===== src/rtl/nan_sel_pkg.sv =====
// Shared definitions for the NaN selector: operand classes and policy codes.
// Assumes the 2008 quiet-bit convention (fraction MSB set means quiet).
package nan_sel_pkg;
    typedef enum logic [1:0] {
        CLS_OTHER = 2'd0,
        CLS_QNAN  = 2'd1,
        CLS_SNAN  = 2'd2
    } nan_cls_e;

    localparam logic [2:0] RULE_A_FIRST  = 3'd0;
    localparam logic [2:0] RULE_B_FIRST  = 3'd1;
    localparam logic [2:0] RULE_SN_A     = 3'd2;
    localparam logic [2:0] RULE_SN_B     = 3'd3;
    localparam logic [2:0] RULE_MAG      = 3'd4;
endpackage


===== src/rtl/nan_class_decode.sv =====
// Splits one operand into sign and fraction and classes it as signaling
// NaN, quiet NaN or other. Assumes the exponent sits just below the sign.
module nan_class_decode
    import nan_sel_pkg::*;
#(
    parameter int FP_W   = 32,
    parameter int EXP_W  = 8,
    parameter int FRAC_W = 23
) (
    input  logic [FP_W-1:0]   word,
    output nan_cls_e          cls,
    output logic              sign,
    output logic [FRAC_W-1:0] frac
);
    logic [EXP_W-1:0] expo;

    // field split
    assign sign = word[FP_W-1];
    assign expo = word[FP_W-2 -: EXP_W];
    assign frac = word[FRAC_W-1:0];

    // class decision from exponent and quiet bit
    always_comb begin
        if ((&expo) && (|frac))
            cls = frac[FRAC_W-1] ? CLS_QNAN : CLS_SNAN;
        else
            cls = CLS_OTHER;
    end
endmodule


===== src/rtl/dnan_build.sv =====
// Builds the default NaN word from the 8-bit pattern: sign from bit 7,
// bits 6:0 on the top fraction bits, bit 0 spread below. Assumes FRAC_W > 7.
module dnan_build #(
    parameter int FP_W   = 32,
    parameter int EXP_W  = 8,
    parameter int FRAC_W = 23
) (
    input  logic [7:0]      pat,
    output logic [FP_W-1:0] word
);
    localparam int LOW_W = FRAC_W - 7;

    // assemble the word
    assign word = {pat[7], {EXP_W{1'b1}}, pat[6:0], {LOW_W{pat[0]}}};
endmodule


===== src/rtl/nan_rule_pick.sv =====
// Applies the propagation policy to the two operand classes and reports
// whether operand b is taken. Unused codes raise rule_bad.
module nan_rule_pick
    import nan_sel_pkg::*;
#(
    parameter int FRAC_W = 23
) (
    input  logic [2:0]        rule,
    input  nan_cls_e          cls_a,
    input  nan_cls_e          cls_b,
    input  logic              sign_a,
    input  logic              sign_b,
    input  logic [FRAC_W-1:0] frac_a,
    input  logic [FRAC_W-1:0] frac_b,
    output logic              take_b,
    output logic              rule_bad
);
    logic a_nan, b_nan, a_sn, b_sn, a_q, b_q, any_sn, a_wins;

    // class helpers
    assign a_sn   = (cls_a == CLS_SNAN);
    assign b_sn   = (cls_b == CLS_SNAN);
    assign a_q    = (cls_a == CLS_QNAN);
    assign b_q    = (cls_b == CLS_QNAN);
    assign a_nan  = a_sn | a_q;
    assign b_nan  = b_sn | b_q;
    assign any_sn = a_sn | b_sn;

    // magnitude comparison with the positive-sign tie break
    assign a_wins = (frac_a > frac_b) ||
                    ((frac_a == frac_b) && !sign_a && sign_b);

    // policy decode
    always_comb begin
        take_b   = 1'b0;
        rule_bad = 1'b0;
        case (rule)
            RULE_A_FIRST: take_b = !a_nan;
            RULE_B_FIRST: take_b = b_nan;
            RULE_SN_A:    take_b = any_sn ? !a_sn : !a_nan;
            RULE_SN_B:    take_b = any_sn ? b_sn : b_nan;
            RULE_MAG: begin
                if (a_sn)
                    take_b = b_sn ? !a_wins : b_q;
                else if (a_q)
                    take_b = b_q ? !a_wins : 1'b0;
                else
                    take_b = 1'b1;
            end
            default:      rule_bad = 1'b1;
        endcase
    end
endmodule


===== src/rtl/nan_pick_top.sv =====
// Two-operand NaN selector. Classes both operands, applies the policy,
// quiets a signaling choice, substitutes the default NaN when forced or
// when the code is unused, and raises the invalid flags. REG_OUT = 1 adds
// one output register with synchronous active-low reset.
module nan_pick_top
    import nan_sel_pkg::*;
#(
    parameter int FP_W    = 32,
    parameter bit REG_OUT = 1'b1
) (
    input  logic            clk,
    input  logic            rst_n,
    input  logic [FP_W-1:0] op_a,
    input  logic [FP_W-1:0] op_b,
    input  logic [2:0]      rule_sel,
    input  logic            dnan_mode,
    input  logic [7:0]      dnan_pat,
    output logic [FP_W-1:0] res,
    output logic            flag_invalid,
    output logic            flag_invalid_snan,
    output logic            rule_err
);
    localparam int EXP_W  = (FP_W == 64) ? 11 : 8;
    localparam int FRAC_W = FP_W - 1 - EXP_W;

    logic [FP_W-1:0]   opnd [2];
    nan_cls_e          cls  [2];
    logic              sgn  [2];
    logic [FRAC_W-1:0] frc  [2];
    logic              take_b, rule_bad, any_sn, chosen_sn;
    logic [FP_W-1:0]   dnan_word, chosen, quieted, nxt_res;

    assign opnd[0] = op_a;
    assign opnd[1] = op_b;

    // one class decoder per operand
    for (genvar k = 0; k < 2; k++) begin : g_dec
        nan_class_decode #(
            .FP_W   (FP_W),
            .EXP_W  (EXP_W),
            .FRAC_W (FRAC_W)
        ) u_dec (
            .word (opnd[k]),
            .cls  (cls[k]),
            .sign (sgn[k]),
            .frac (frc[k])
        );
    end

    nan_rule_pick #(
        .FRAC_W (FRAC_W)
    ) u_pick (
        .rule     (rule_sel),
        .cls_a    (cls[0]),
        .cls_b    (cls[1]),
        .sign_a   (sgn[0]),
        .sign_b   (sgn[1]),
        .frac_a   (frc[0]),
        .frac_b   (frc[1]),
        .take_b   (take_b),
        .rule_bad (rule_bad)
    );

    dnan_build #(
        .FP_W   (FP_W),
        .EXP_W  (EXP_W),
        .FRAC_W (FRAC_W)
    ) u_dnan (
        .pat  (dnan_pat),
        .word (dnan_word)
    );

    // signaling presence for the flags
    assign any_sn = (cls[0] == CLS_SNAN) || (cls[1] == CLS_SNAN);

    // operand choice, quieting and default substitution
    always_comb begin
        chosen    = take_b ? op_b : op_a;
        chosen_sn = take_b ? (cls[1] == CLS_SNAN) : (cls[0] == CLS_SNAN);
        quieted   = chosen;
        if (chosen_sn)
            quieted[FRAC_W-1] = 1'b1;
        nxt_res = (dnan_mode || rule_bad) ? dnan_word : quieted;
    end

    if (REG_OUT) begin : g_reg
        // output register
        always_ff @(posedge clk) begin
            if (!rst_n) begin
                res               <= '0;
                flag_invalid      <= 1'b0;
                flag_invalid_snan <= 1'b0;
                rule_err          <= 1'b0;
            end else begin
                res               <= nxt_res;
                flag_invalid      <= any_sn;
                flag_invalid_snan <= any_sn;
                rule_err          <= rule_bad;
            end
        end
    end else begin : g_comb
        assign res               = nxt_res;
        assign flag_invalid      = any_sn;
        assign flag_invalid_snan = any_sn;
        assign rule_err          = rule_bad;
    end
endmodule


===== config.mk =====
export PLATFORM = sky130hd
export DESIGN_NAME = nan_pick_top
export DESIGN_NICKNAME = d
export VERILOG_FILES = /design/src/rtl/nan_sel_pkg.sv /design/src/rtl/nan_class_decode.sv /design/src/rtl/dnan_build.sv /design/src/rtl/nan_rule_pick.sv /design/src/rtl/nan_pick_top.sv
export SDC_FILE = /design/constraint.sdc
export NUM_CORES = 1
export LEC_CHECK = 0
export BUFFER_PORTS_ARGS = -buffer_cell sky130_fd_sc_hd__buf_2
export CORE_MARGIN = 3
export CORE_UTILIZATION = 42
export DETAILED_ROUTE_END_ITERATION = 7
export GPL_TIMING_DRIVEN = 0
export PLACE_DENSITY = 0.81
export SETUP_SLACK_MARGIN = 0.4
export SYNTH_ARGS = -nofsm -noshare
export SYNTH_HDL_FRONTEND = slang
export SYNTH_SLANG_ARGS = --single-unit

===== constraint.sdc =====
create_clock -name clk -period 2.5 [get_ports clk]
set_input_delay 0.375 -clock clk [delete_from_list [all_inputs] [get_ports clk]]
set_output_delay 0.375 -clock clk [all_outputs]
set_load 0.05 [all_outputs]

==> results by group <==
Status
  • Status: complete, no violations

Floorplanning
  • Die area: 0.00640 mm²
  • # rows: 26
  • I/O pin cnt: 113
  • Die Y: 80.0 µm
  • Die X: 80.0 µm
  • Core Area: 0.00520 mm²
  • Initial Utilization: 0.442

Yosys
  • Syn Area/Cell: 8.74 µm²
  • Synth Instances: 263
  • Cell Area, Synth: 0.00230 mm²
  • Asr flop ratio synth: 0
  • Syn nets: 364
  • Synth Register Bits: 34
  • Post-synthesis sequential area ratio: 0.296
  • Post-synth EDFFs: 0
  • Ys Warns: 0
  • Ys flop type: dfxtp_1
  • Netlist cell types: 42

Cells and area
  • Commonest cells after routing, fill and taps aside: buf_2 (83), dfxtp_1 (34), buf_4 (32), o311a_1 (25), buf_6 (20)
  • Commonest non-fill, non-tap cell in the layout: buf_2
  • Post-route cell area: 0.00379 mm²
  • Share of layout cells above drive strength 1: 0.542
  • Syn-to-layout area delta: 65.0%
  • Final core utilization: 0.729
  • Nets: 505
  • Antenna diodes: 0

Setup path
  • Crit end category: flip-flop
  • Critical path peak fanout: 10
  • Worst-path cell chain: buf_4 -> ha_4 -> nand4_1 -> nor4_4 -> buf_4 -> nor4b_4 -> o221a_4 -> buf_4 -> nor2_4 -> buf_4 -> o311a_1
  • Critical Path Source Type: input pin
  • Critical setup path kind: in -> reg
  • Most used cell, CP: buf_4
  • Crit path largest cell delay: 0.30 ns
  • Crit-path slowest cell: o221a_4
  • Worst EP arrival: 2.64 ns
  • WP data required: 2.68 ns

Flow run
  • Max-cap viol count: 0

Detailed routing
  • Drt drc: 0
  • Vias: 2,983
  • Met2 wire length: 4440 µm
  • Wire per inst: 19.9 µm
  • Pre-Repair DR Iteration Count: 5
  • Vias per std cell: 6.29
  • Met1 WL: 3560 µm
  • 1st-iter DRT viols: 322
  • Final ANT Viol Nets: 0
  • Detailed Route WL: 9430 µm
  • DR top layer: met4
  • Met3 wire length: 962 µm

Placement
  • Final HPWL DP: 5810 µm
  • Final GP Congestion: 0.866
  • Port bufs: 110
  • Cell Area, Placed: 0.00303 mm²
  • Pre-CTS WS: -0.374 ns

Power
  • Leak: 1.65 nW
  • Maximum vdd drop: 0.317 mV
  • Tot Pwr: 1.69 mW
  • PD cells: 445 mW/mm²

Global route
  • Initial antenna violation count: 0
  • Congestion Overflow GR: 0
  • Largest net degree at the start of global routing: 11
  • GR Util All Layers: 0.271
  • Number of global-route vias before repair: 2,849
  • First-pass GRT wire length: 13,700 µm

Timing
  • Max Clk Rate: 406 MHz
  • RSZ-0062 raised after global routing: yes
  • Fin Setup TNS: 0 ns
  • Fin worst setup slack: 0.0362 ns
  • Worst-Margin Slew: 0.635 ns
  • Fin crit period: 2.46 ns
  • Max-slew violations: 0
  • Final hold viol count: 0
  • Relative max-transition margin: 0.576
  • Final setup fails: 0
  • Period utilization: 0.986

Clock network
  • Cts bufs inserted: 5
  • CTS tree: built
  • Root Buffer: clkbuf_8
  • Reg clk slew, reported paths: 0.07 ns
  • Clk sink count: 34
  • Post-cts hold buffer count: 0
  • Worst-case clock buffer depth: 2
  • H-tree depth: 2

Worst hold path
  • Hold EP: res[22]
  • HP Class: in -> reg
  • Hold Path Cell Cnt: 3
  • Min-delay src: dnan_pat[6]
==> worst max-delay path by stage <==
stage | start | endpoint | slack [ns] | depth (start not counted)
3_5_place_dp | op_b[13] | res[16] | -0.37 | 11
6_report | op_a[14] | res[13] | 0.04 | 11
2_1_floorplan | op_b[13] | res[13] | 0.02 | 10
5_1_grt | op_a[14] | res[16] | -0.03 | 11
3_3_place_gp | op_b[13] | res[13] | -0.38 | 11
4_1_cts | op_a[18] | res[30] | 0.12 | 10
==> critical path, delay by kind of cell <==
kind,cells,cell delay (ns)
simple gates,4,0.79
buf+inv,4,0.60
compound gates,2,0.60
fa+ha+maj,1,0.27
==> timing repair <==
item	in CTS	in global routing
pin swaps	29	12
setup endpoints to repair	32	32
resized for setup	84	37
buffers inserted	17	5
cloned	2	0
hold endpoints to repair	0	0
==> report_power, final <==
part | internal [mW] | leakage (nW) | switching (mW)
sequential | 0.584 | 0.284 | 0.00886
clock | 0.187 | 0.0438 | 0.205
combinational | 0.273 | 1.33 | 0.429
total | 1.04 | 1.65 | 0.643
==> layout make-up <==
cell class / instances / area, µm²
inverters: 26 / 120
clock buffers: 5 / 68.8
repair buffers: 134 / 896
flip-flops and latches: 34 / 681
clock inverters: 2 / 10.0
well taps: 70 / 87.6
plain buffers: 20 / 114
multi-input cells: 183 / 1820
fillers: 352 / 1410
==> logic make-up after synthesis <==
| logic type | after synthesis | synth area share |
|---|---|---|
| AO/OA/AOI/OAI | 82 | 0.267 |
| flip-flops | 34 | 0.296 |
| adder cells (fa/ha/maj) | 23 | 0.125 |
| buffers and inverters | 46 | 0.0876 |
| AND/OR/NAND/NOR | 78 | 0.225 |
==> Yosys cell counts (2+ instances only) <==
cell | number | share of area
o21a_1 | 3 | 0.0098
o221ai_1 | 2 | 0.0076
a21boi_0 | 2 | 0.0065
o21ai_0 | 19 | 0.041
inv_1 | 26 | 0.042
nand2_1 | 6 | 0.0098
nand4_1 | 10 | 0.027
buf_2 | 2 | 0.0044
nor2_1 | 3 | 0.0049
nor4_1 | 10 | 0.027
a21oi_1 | 11 | 0.024
a211oi_1 | 6 | 0.020
nand3_1 | 10 | 0.022
ha_1 | 23 | 0.13
buf_6 | 3 | 0.015
o311a_1 | 25 | 0.11
or4_1 | 25 | 0.082
dfxtp_1 | 34 | 0.30
nor3_1 | 3 | 0.0065
a31oi_1 | 6 | 0.016
clkbuf_1 | 13 | 0.021
==> state kept, by name, indices dropped and copies added (netlist names) <==
name               cells
flag_invalid_snan      1
res                   32
rule_err               1
==> per-layer routing <==
layer	vias to the layer above	GRT usage
met5	-	0
met4	0	0.120
met3	53	0.0700
met2	213	0.461
met1	1389	0.318
li1	1328	-
==> per-stage QoR <==
stage / hold slack, ns / cells
after floorplan: 0.505 / 263
after global placement: 0.604 / 443
after detailed placement: 0.620 / 443
after CTS: 0.329 / 469
after global routing: 0.312 / 474
final: 0.323 / 474
Power figures use the tool's default switching activity.
